==> config.mk <==
export PLATFORM = sky130hd
export DESIGN_NAME = rank_leak_tracker
export DESIGN_NICKNAME = d
export VERILOG_FILES = /design/src/rtl/rank_leak_pkg.sv /design/src/rtl/leak_sec_div.sv /design/src/rtl/leak_err_slot.sv /design/src/rtl/rank_leak_tracker.sv
export SDC_FILE = /design/constraint.sdc
export NUM_CORES = 1
export LEC_CHECK = 0
export CAP_MARGIN = 20
export CORE_ASPECT_RATIO = 0.5
export CORE_MARGIN = 3
export CORE_UTILIZATION = 47
export CTS_BUF_LIST = sky130_fd_sc_hd__clkbuf_8
export DETAILED_ROUTE_END_ITERATION = 6
export PLACE_DENSITY = 0.79
export SKIP_CTS_REPAIR_TIMING = 1
export SLEW_MARGIN = 0
export SYNTH_ARGS = -nofsm -noshare
export SYNTH_HDL_FRONTEND = slang
export SYNTH_SLANG_ARGS = --single-unit
==> constraint.sdc <==
create_clock -name clk -period 3.41 [get_ports clk]
set_clock_uncertainty 0.15 [all_clocks]
set_input_delay 0.341 -clock clk [delete_from_list [all_inputs] [get_ports clk]]
set_output_delay 0.341 -clock clk [all_outputs]
set_load 0.005 [all_outputs]
==> src/rtl/rank_leak_pkg.sv <==
package rank_leak_pkg;
  localparam int RATIO_W = 2;

  // Ratio code to strobe count: code 0 stands for four strobes.
  function automatic logic [RATIO_W:0] ratio_of(input logic [RATIO_W-1:0] code);
    if (code == '0) return 3'd4;
    return {1'b0, code};
  endfunction
endpackage

==> src/rtl/leak_sec_div.sv <==
module leak_sec_div
  import rank_leak_pkg::*;
(
  input  logic               clk,
  input  logic               rst,
  input  logic               strobe_i,
  input  logic [RATIO_W-1:0] code_i,
  output logic [RATIO_W-1:0] cnt_o,
  output logic               leak_o
);
  logic [RATIO_W-1:0] cnt_q;
  logic [RATIO_W:0]   nxt;

  always_comb begin
    nxt    = {1'b0, cnt_q} + 3'd1;
    leak_o = strobe_i && (nxt >= ratio_of(code_i));
  end

  always_ff @(posedge clk) begin
    if (rst)           cnt_q <= '0;
    else if (leak_o)   cnt_q <= '0;
    else if (strobe_i) cnt_q <= nxt[RATIO_W-1:0];
  end

  assign cnt_o = cnt_q;

  AST_LEAK_NEEDS_STROBE: assert property (@(posedge clk) disable iff (rst)
    leak_o |-> strobe_i);
  AST_ROLL_TO_ZERO: assert property (@(posedge clk) disable iff (rst)
    leak_o |=> (cnt_o == '0));
  AST_HOLD_NO_STROBE: assert property (@(posedge clk) disable iff (rst)
    !strobe_i |=> $stable(cnt_o));
endmodule

==> src/rtl/leak_err_slot.sv <==
module leak_err_slot #(
  parameter int CNT_W = 8,
  parameter int DEV_W = 5
) (
  input  logic             clk,
  input  logic             rst,
  input  logic             inc_i,
  input  logic             dec_i,
  input  logic [DEV_W-1:0] dev_i,
  input  logic [CNT_W-1:0] thresh_i,
  input  logic             clr_i,
  output logic [CNT_W-1:0] cnt_o,
  output logic             sts_o,
  output logic [DEV_W-1:0] dev_o
);
  localparam logic [CNT_W-1:0] CNT_MAX = '1;

  logic [CNT_W-1:0] cnt_q, cnt_d;
  logic             sts_q, fire;
  logic [DEV_W-1:0] dev_q;

  always_comb begin
    cnt_d = cnt_q;
    if (inc_i && !dec_i && cnt_q != CNT_MAX)   cnt_d = cnt_q + 1'b1;
    else if (dec_i && !inc_i && cnt_q != '0)   cnt_d = cnt_q - 1'b1;
    fire = inc_i && !dec_i && !sts_q && (cnt_d > thresh_i);
  end

  always_ff @(posedge clk) begin
    if (rst) begin
      cnt_q <= '0;
      sts_q <= 1'b0;
      dev_q <= '0;
    end else begin
      cnt_q <= cnt_d;
      sts_q <= fire || (sts_q && !clr_i);
      if (fire) dev_q <= dev_i;
    end
  end

  assign cnt_o = cnt_q;
  assign sts_o = sts_q;
  assign dev_o = dev_q;

  AST_NO_OVERFLOW: assert property (@(posedge clk) disable iff (rst)
    (cnt_o == CNT_MAX && inc_i && !dec_i) |=> (cnt_o == CNT_MAX));
  AST_NO_UNDERFLOW: assert property (@(posedge clk) disable iff (rst)
    (cnt_o == '0 && dec_i && !inc_i) |=> (cnt_o == '0));
  AST_CANCEL: assert property (@(posedge clk) disable iff (rst)
    (inc_i && dec_i) |=> $stable(cnt_o));
  AST_DEV_FROZEN: assert property (@(posedge clk) disable iff (rst)
    sts_o |=> $stable(dev_o));
  AST_STS_STICKY: assert property (@(posedge clk) disable iff (rst)
    (sts_o && !clr_i) |=> sts_o);
endmodule

==> src/rtl/rank_leak_tracker.sv <==
module rank_leak_tracker
  import rank_leak_pkg::*;
#(
  parameter int NUM_RANKS = 8,
  parameter int CNT_W     = 8,
  parameter int DEV_W     = 5,
  localparam int RANK_W   = $clog2(NUM_RANKS)
) (
  input  logic                         clk,
  input  logic                         rst,
  input  logic                         prim_leak_i,
  input  logic [RATIO_W*NUM_RANKS-1:0] ratio_cfg_i,
  input  logic [CNT_W*NUM_RANKS-1:0]   thresh_i,
  input  logic                         err_valid_i,
  input  logic [RANK_W-1:0]            err_rank_i,
  input  logic [DEV_W-1:0]             err_dev_i,
  input  logic [NUM_RANKS-1:0]         sts_clr_i,
  input  logic [NUM_RANKS-1:0]         tag_set_i,
  output logic [CNT_W*NUM_RANKS-1:0]   err_cnt_o,
  output logic [RATIO_W*NUM_RANKS-1:0] sec_cnt_o,
  output logic [NUM_RANKS-1:0]         irq_sts_o,
  output logic [DEV_W*NUM_RANKS-1:0]   fail_dev_o,
  output logic [NUM_RANKS-1:0]         tag_en_o,
  output logic                         irq_o
);
  logic [NUM_RANKS-1:0] leak_w, inc_w;
  logic [NUM_RANKS-1:0] tag_q;
  logic                 irq_q;

  for (genvar r = 0; r < NUM_RANKS; r++) begin : g_rank
    assign inc_w[r] = err_valid_i && (err_rank_i == RANK_W'(r));

    leak_sec_div u_div (
      .clk      (clk),
      .rst      (rst),
      .strobe_i (prim_leak_i),
      .code_i   (ratio_cfg_i[RATIO_W*r +: RATIO_W]),
      .cnt_o    (sec_cnt_o[RATIO_W*r +: RATIO_W]),
      .leak_o   (leak_w[r])
    );

    leak_err_slot #(.CNT_W(CNT_W), .DEV_W(DEV_W)) u_slot (
      .clk      (clk),
      .rst      (rst),
      .inc_i    (inc_w[r]),
      .dec_i    (leak_w[r]),
      .dev_i    (err_dev_i),
      .thresh_i (thresh_i[CNT_W*r +: CNT_W]),
      .clr_i    (sts_clr_i[r]),
      .cnt_o    (err_cnt_o[CNT_W*r +: CNT_W]),
      .sts_o    (irq_sts_o[r]),
      .dev_o    (fail_dev_o[DEV_W*r +: DEV_W])
    );
  end

  always_ff @(posedge clk) begin
    if (rst) begin
      tag_q <= '0;
      irq_q <= 1'b0;
    end else begin
      tag_q <= tag_q | tag_set_i;
      irq_q <= |irq_sts_o;
    end
  end

  assign tag_en_o = tag_q;
  assign irq_o    = irq_q;

  AST_ONE_INC: assert property (@(posedge clk) disable iff (rst)
    $onehot0(inc_w));
  AST_IRQ_FOLLOWS: assert property (@(posedge clk) disable iff (rst)
    (|irq_sts_o) |=> irq_o);
  AST_IRQ_DROPS: assert property (@(posedge clk) disable iff (rst)
    (irq_sts_o == '0) |=> !irq_o);
  AST_TAG_STICKY: assert property (@(posedge clk) disable iff (rst)
    (tag_en_o != '0) |=> ((tag_en_o & $past(tag_en_o)) == $past(tag_en_o)));
endmodule

# [After elaboration in Yosys (flattened, before gate mapping)]
# Cells that the tools add are included.
# W data, S select, Z words.
[op_classes] addsub=24 n_lt_le_gt_ge=16 n_eq_ne=15 mux=40 reduce_logical=138 n_bitwise=1
[ops] op="$mux W8" count=16
[ops] op="$logic_and A1 B1 Y1" count=72
[ops] op="$add A8 B1 Y8 const B" count=8
[ops] op="$gt A8 B8 Y1" count=8
[ops] op="$ne A8 B8 Y1 const B" count=8
[ops] op="$reduce_bool A8 Y1" count=8
[ops] op="$sub A8 B1 Y8 const B" count=8
[ops] op="$mux W3" count=16
[ops] op="$logic_not A1 Y1" count=32
[ops] op="$add A2 B1 Y3 const B" count=8
[ops] op="$ge A3 B3 Y1" count=8
[ops] op="$logic_not A2 Y1" count=8
[ops] op="$reduce_or A2 Y1" count=8
[ops] op="$eq A3 B3 Y1 const B" count=4
[ops] op="$logic_or A1 B1 Y1" count=8
[ops] op="$mux W1" count=8
[ops] op="$or A8 B8 Y8" count=1
[ops] op="$reduce_or A8 Y1" count=1
[ops] op="$eq A3 B2 Y1 const B" count=2
[ops] op="$eq A3 B1 Y1 const B" count=1
[ops] op="$logic_not A3 Y1" count=1
[word_totals] wordCells=268 in_bits=108 register_bits=137 output_inout_bits=137

# [Longest topological paths before layout]
[depth] ltp_word=12 depth_mapped=14 mapped_depth_nobuf=13

# [By module]
# Synthesis repeated with hierarchy kept, for this count alone.
[unflattened] hier_cells=1202 hier_area_um2=10144.7
[by_module_without_submodules] module="leak_err_slot (g_rank[1].u_slot ...)" area_each_um2=1053.5 seq_area_each_um2=280.3 n_inst=7 cells_each=125
[by_module_without_submodules] module="leak_sec_div" area_each_um2=171.4 seq_area_each_um2=40.0 n_inst=8 cells_each=20
[by_module_without_submodules] module="leak_err_slot (g_rank[0].u_slot)" area_each_um2=1052.3 seq_area_each_um2=280.3 n_inst=1 cells_each=125
[by_module_without_submodules] module="rank_leak_tracker" area_each_um2=346.6 seq_area_each_um2=180.2 n_inst=1 cells_each=42

# [Worst setup path after synthesis]
# OpenSTA, ideal clock, no wires.
[synth_timing] kind="reg2reg" startpoint="register g_rank[7].u_div.cnt_q[0]" endpoint="register g_rank[7].u_slot.dev_q[0]" path_slack_ps=-334 setup_ps=73 period_less_slack_ps=3744 t_required_ps=3187 path_buffers=0 arrival_ps=3521 stages_incl_launch_ff=14 cell_sequence="dfxtp_1 -> ha_1 -> ha_1 -> nand2_1 -> o21a_1 -> nor3_1 -> a211o_1 -> nand2_1 -> ha_1 -> nor2b_1 -> o211ai_1 -> a21oi_1 -> o31ai_1 -> mux2i_1"
[synth_via] elab_chain_len=9 elab_cells_between_ends=13 classes_between="add/sub: 1; order compare: 2; mux: 2; reduce/logical: 8"
[synth_rtl] element="start: declaration" line_no="leak_sec_div.sv:11" text="logic [RATIO_W-1:0] cnt_q;"
[synth_rtl] element="start signal: assignment" line_no="leak_sec_div.sv:22" text="else if (strobe_i) cnt_q <= nxt[RATIO_W-1:0];"
[synth_rtl] element="$add A2 B1 Y3 *" line_no="leak_sec_div.sv:15" text="nxt = {1'b0, cnt_q} + 3'd1;"
[synth_rtl] element="named net g_rank[7].u_div.nxt[1]" line_no="leak_sec_div.sv:12" text="logic [RATIO_W:0] nxt;"
[synth_rtl] element="$ge A3 B3 Y1 *" line_no="leak_sec_div.sv:16" text="leak_o = strobe_i && (nxt >= ratio_of(code_i));"
[synth_rtl] element="$logic_and A1 B1 Y1 *" line_no="leak_sec_div.sv:16"
[synth_rtl] element="$logic_and A1 B1 Y1 or $logic_not A1 Y1 (tied branches)" line_no="leak_err_slot.sv:25, leak_err_slot.sv:24"
[synth_rtl] element="$logic_and A1 B1 Y1, on equally long branches" line_no="leak_err_slot.sv:25, leak_err_slot.sv:24"
[synth_rtl] element="$mux W8 or $logic_and A1 B1 Y1 (tied branches)" line_no="leak_err_slot.sv:25, leak_err_slot.sv:24"
[synth_rtl] element="$mux W8 *" line_no="leak_err_slot.sv:24" text="if (inc_i && !dec_i && cnt_q != CNT_MAX) cnt_d = cnt_q + 1'b1;"
[synth_rtl] element="named net g_rank[7].u_slot.cnt_d[1]" line_no="leak_err_slot.sv:18" text="logic [CNT_W-1:0] cnt_q, cnt_d;"
[synth_rtl] element="$gt A8 B8 Y1 *" line_no="leak_err_slot.sv:26" text="fire = inc_i && !dec_i && !sts_q && (cnt_d > thresh_i);"
[synth_rtl] element="$logic_and A1 B1 Y1 *" line_no="leak_err_slot.sv:26"
[synth_rtl] element="end signal: assignment" line_no="leak_err_slot.sv:37" text="if (fire) dev_q <= dev_i;"
[synth_rtl] element="end: declaration" line_no="leak_err_slot.sv:20" text="logic [DEV_W-1:0] dev_q;"
# Mark *: on every way through the listed nets, which the timed path passes. The rest lies on a longest branch.
# A chain may end at the register's enable or synchronous reset.

# [Worst setup path in the final report]
[layout_timing] startpoint="input ratio_cfg_i[1]" endpoint="register g_rank[0].u_slot.dev_q[3]"
[layout_via] elab_chain_len=11 elab_cells_between_ends=15 classes_between="order compare: 2; mux: 4; reduce/logical: 9"
[layout_rtl] element="start: declaration" line_no="rank_leak_tracker.sv:12" text="input logic [RATIO_W*NUM_RANKS-1:0] ratio_cfg_i,"
[layout_rtl] element="$logic_not A2 Y1" line_no="rank_leak_pkg.sv:6" text="if (code == '0) return 3'd4;"
[layout_rtl] element="$mux W1" line_no="rank_leak_pkg.sv:6"
[layout_rtl] element="$mux W3 *" line_no="rank_leak_pkg.sv:7" text="return {1'b0, code};"
[layout_rtl] element="$ge A3 B3 Y1 *" line_no="leak_sec_div.sv:16"
[layout_rtl] element="$logic_and A1 B1 Y1 *" line_no="leak_sec_div.sv:16"
[layout_rtl] element="$logic_and A1 B1 Y1 or $logic_not A1 Y1 (tied branches)" line_no="leak_err_slot.sv:25, leak_err_slot.sv:24"
[layout_rtl] element="$logic_and A1 B1 Y1, on equally long branches" line_no="leak_err_slot.sv:25, leak_err_slot.sv:24"
[layout_rtl] element="$mux W8 or $logic_and A1 B1 Y1 (tied branches)" line_no="leak_err_slot.sv:25, leak_err_slot.sv:24"
[layout_rtl] element="$mux W8 *" line_no="leak_err_slot.sv:24"
[layout_rtl] element="named net g_rank[0].u_slot.cnt_d[3]" line_no="leak_err_slot.sv:18"
[layout_rtl] element="$gt A8 B8 Y1 *" line_no="leak_err_slot.sv:26"
[layout_rtl] element="$logic_and A1 B1 Y1 *" line_no="leak_err_slot.sv:26"
[layout_rtl] element="end signal: assignment" line_no="leak_err_slot.sv:37"
[layout_rtl] element="end: declaration" line_no="leak_err_slot.sv:20"
# Marked as above.

==> metrics.md <==
| Metric | Value |
|---|---|
| Max Root-Sink Buffers | `2` |
| Psw | `5.32 mW` |
| Kind of critical path | `in -> reg` |
| Flop2flop setup slack | `-240 ps` |
| Post-synthesis mux area share | `8.75%` |
| P_int | `6.80 mW` |
| Synth Warn # | `0` |
| Synth Area in XOR/XNOR | `3.32%` |
| Peak VDD IR | `0.403 mV` |
| CP max FO | `6` |
| # IOs | `245` |
| CTS buffer count | `17` |
| Combinational Power Share | `68.1%` |
| Reg power frac | `19.8%` |
| Largest family of logic cells by synthesized area | `simple AND/OR/NAND/NOR gates` |
| R2R Path End | `g_rank[0].u_slot.dev_o[3]$_SDFFE_PP0P_` |
| Top_reg_cell synth | `dfxtp_1` |
| H-Tree Depth | `4` |
| Initial antenna violation count | `1` |
| Post-synth ARST share | `0%` |
| Unrepaired setup endpoints after global routing | `true` |
| Register area | `0.00277 sq mm` |
| Starting Density | `48.9%` |
| CP Data Arrival Time | `3920 ps` |
| ANT nets after route | `0` |
| R2R depth | `15` |
| Vias in the first global route | `11000` |
| Post-route clock period utilization | `107%` |
| CP Launch Point | `ratio_cfg_i[1]` |
| Post-synth EDFFs | `0` |
| Detailed-route wire length per cell | `19.8 um` |
| Synth top area cells | `dfxtp_1 (27%), ha_1 (15%), mux2i_1 (4.5%)` |
| Layout cells sized above 1 | `33.8%` |
| Router iterations before antenna repair | `6` |
| Routed Wire Length | `39.3 mm` |
| Clock root cell | `clkbuf_8` |
| Grt total ovfl | `0` |
| GRT Resource Usage Total | `27.7%` |
| Hold Path Class | `in -> reg` |
| Switching part of the total power | `43.9%` |
| Commonest non-fill, non-tap cells in the layout | `clkdlybuf4s50_1 (236), buf_4 (227), dfxtp_1 (117)` |
| Cells after Synth | `1243` |
| Post-route insts no fill | `1987` |
| First-pass GRT wire length | `54.4 mm` |
| Die ar. | `0.0238 sq mm` |
| Yosys top cell area share | `26.7%` |
| Clk slew on worst S/H paths | `100 ps` |
| Worst EP required | `3680 ps` |
| IO Port Bufs | `244` |
| Max-cap check violation count | `0` |
| Simple-Gate Fraction of Synth Area | `25.5%` |
| Pwr Total | `12.1 mW` |
| Inst Count DP | `1918` |
| Gpl congestion | `0.965` |
| Synth Area in Compound Gates | `14.8%` |
| Mean Syn Cell Area | `8.27 sq um` |
| Relative slew slack | `65.7%` |
| Setup crit start kind | `input port` |
| Reg-to-Reg Start | `g_rank[0].u_div.cnt_o[0]$_SDFFE_PP0P_` |
| Worst setup EP type | `flip-flop` |
| Placeable Area | `0.0210 sq mm` |
| Clock Power Share | `12.0%` |
| Multi-input combinational cell area | `0.00875 sq mm` |
| Vias | `11500` |
| Final setup TNS | `-4200 ps` |
| Clk_lat worst skew | `480 ps` |
| Largest net degree at the start of global routing | `61` |
| FP Rows | `37` |
| Final-report max-slew violation count | `0` |
| Worst Tran Pin Value | `513 ps` |
| Area Overhead vs Synth | `66.3%` |
| Final Hold Viols | `0` |
| Filler Cells Inserted | `1289` |
| CP endpoint | `g_rank[0].u_slot.dev_o[3]$_SDFFE_PP0P_` |
| Chip height | `111 um` |
| Leakage | `7.07 nW` |
| Synthesized net count | `1471` |
| Commonest non-fill, non-tap cell in the layout | `clkdlybuf4s50_1` |
| Dpl hpwl | `25.8 mm` |
| Setup-failing EPs final | `38` |
| Synth Area in Adders | `14.6%` |
| # DRC | `0` |
| Clock net sink count | `137` |
| Register bit total from synthesis | `137` |
| Final critical-path required period | `3660 ps` |
| Vias per cell | `5.77` |
| Final nets | `1910` |
| Synth unique cells | `68` |
| TritonCTS clock tree | `yes` |
| Antenna diode count | `0` |
| Synth area leader | `dfxtp_1` |
| 1st-iter DRT viols | `834` |
| Max Fclk | `273 MHz` |
| Failing checks | `negative setup slack` |
| Status | `finished with violations` |
| Sequential area share after synthesis | `26.7%` |
| Die Wd | `215 um` |
| Post-Syn Area | `0.0103 sq mm` |
| Dpl ws | `-1000 ps` |
| Pwr Density | `709 mW/mm^2` |
| Fin worst setup slack | `-247 ps` |
==> cell usage after synthesis, drive strengths merged, types with 4 or more instances <==
master   count
a2111oi     19
a211o        8
a211oi      14
a21boi      10
a21oi       78
a22oi        5
a31oi       14
a32oi        5
a41oi        4
and2         7
and3        10
and3b        5
and4         4
buf         30
clkbuf      41
dfxtp      137
ha         120
inv         85
mux2        39
mux2i       46
nand2       41
nand2b      62
nand3       31
nand4       27
nand4b       4
nor2       113
nor2b       54
nor3        64
nor4        18
nor4b        8
o211ai       9
o21a        21
o21ai       17
o31ai        6
or2         13
or3          8
xnor2       38
==> routing by layer <==
metal | vias up | routed length (um) | track usage (%)
li1 | 5325 | - | -
met1 | 5522 | 15500 | 32.7
met2 | 475 | 19900 | 49.7
met3 | 139 | 2390 | 5.66
met4 | 2 | 1500 | 10.0
met5 | - | 13 | 0
==> metrics by stage <==
| stage | util (%) | hold WS [ps] | instance area [sq um] |
|---|---|---|---|
| after CTS | 71.3 | 120 | 15000 |
| final | 81.3 | 162 | 17100 |
| after detailed placement | 69.3 | 306 | 14600 |
| after floorplan | - | 306 | 10500 |
| after global routing | 81.3 | 143 | 17100 |
| after global placement | 69.3 | 295 | 14600 |
==> state kept, by name, indices dropped and copies added (netlist names) <==
register / count
irq_o: 1
g_rank.u_slot.cnt_o: 64
g_rank.u_div.cnt_o: 16
g_rank.u_slot.sts_o: 8
g_rank.u_slot.dev_o: 40
tag_en_o: 8
==> worst min path at each step <==
stage / startpoint / end / slack [ps] / cells past startpoint
global placement: tag_en_o[4]$_SDFF_PP0_ / tag_en_o[4]$_SDFF_PP0_ / 290 / 2
global route: rst / tag_en_o[1]$_SDFF_PP0_ / 140 / 2
CTS: rst / g_rank[3].u_div.cnt_o[0]$_SDFFE_PP0P_ / 120 / 2
detailed placement: tag_en_o[2]$_SDFF_PP0_ / tag_en_o[2]$_SDFF_PP0_ / 310 / 2
floorplan: tag_en_o[0]$_SDFF_PP0_ / tag_en_o[0]$_SDFF_PP0_ / 310 / 2
finish: rst / g_rank[3].u_div.cnt_o[0]$_SDFFE_PP0P_ / 160 / 2
==> area by class of cell <==
cell class / instances / share of cell area (%)
clock buffer: 17 / 1.37
clock inverter: 15 / 1.05
inverter: 86 / 1.89
multi-input combinational: 949 / 51.2
sequential: 137 / 16.2
tap: 292 / 2.14
timing repair buffer: 491 / 26.2
==> logic make-up (layout without fill, tap and decap cells) <==
logic type / count (synthesis) / count (layout)
simple gates: 483 / 483
fa+ha+maj: 120 / 120
mux: 85 / 85
xor+xnor: 39 / 39
compound gates: 222 / 222
buf+inv: 157 / 609
flops: 137 / 137
==> power groups by stage <==
stage          clock (mW)  combinational [mW]  sequential [mW]
6_report             1.46                8.26             2.41
5_1_grt              1.54                8.84             2.46
4_1_cts              1.48                6.30             2.33
3_5_place_dp            0                6.23             2.37
3_3_place_gp            0                6.01             2.35
2_1_floorplan           0                3.58             2.29
==> critical path: stages <==
cell             delay, ps
clkdlybuf4s50_1        420
or2_4                  270
ha_4                   300
a21oi_4                 70
buf_4                  140
o21a_4                 140
buf_6                  140
nor3_1                 350
o21a_1                 240
nor2_1                  70
ha_1                   340
buf_4                  160
a21oi_1                140
a21oi_1                140
o31ai_4                270
buf_12                 180
mux2i_1                200
Power figures use the tool's default switching activity.
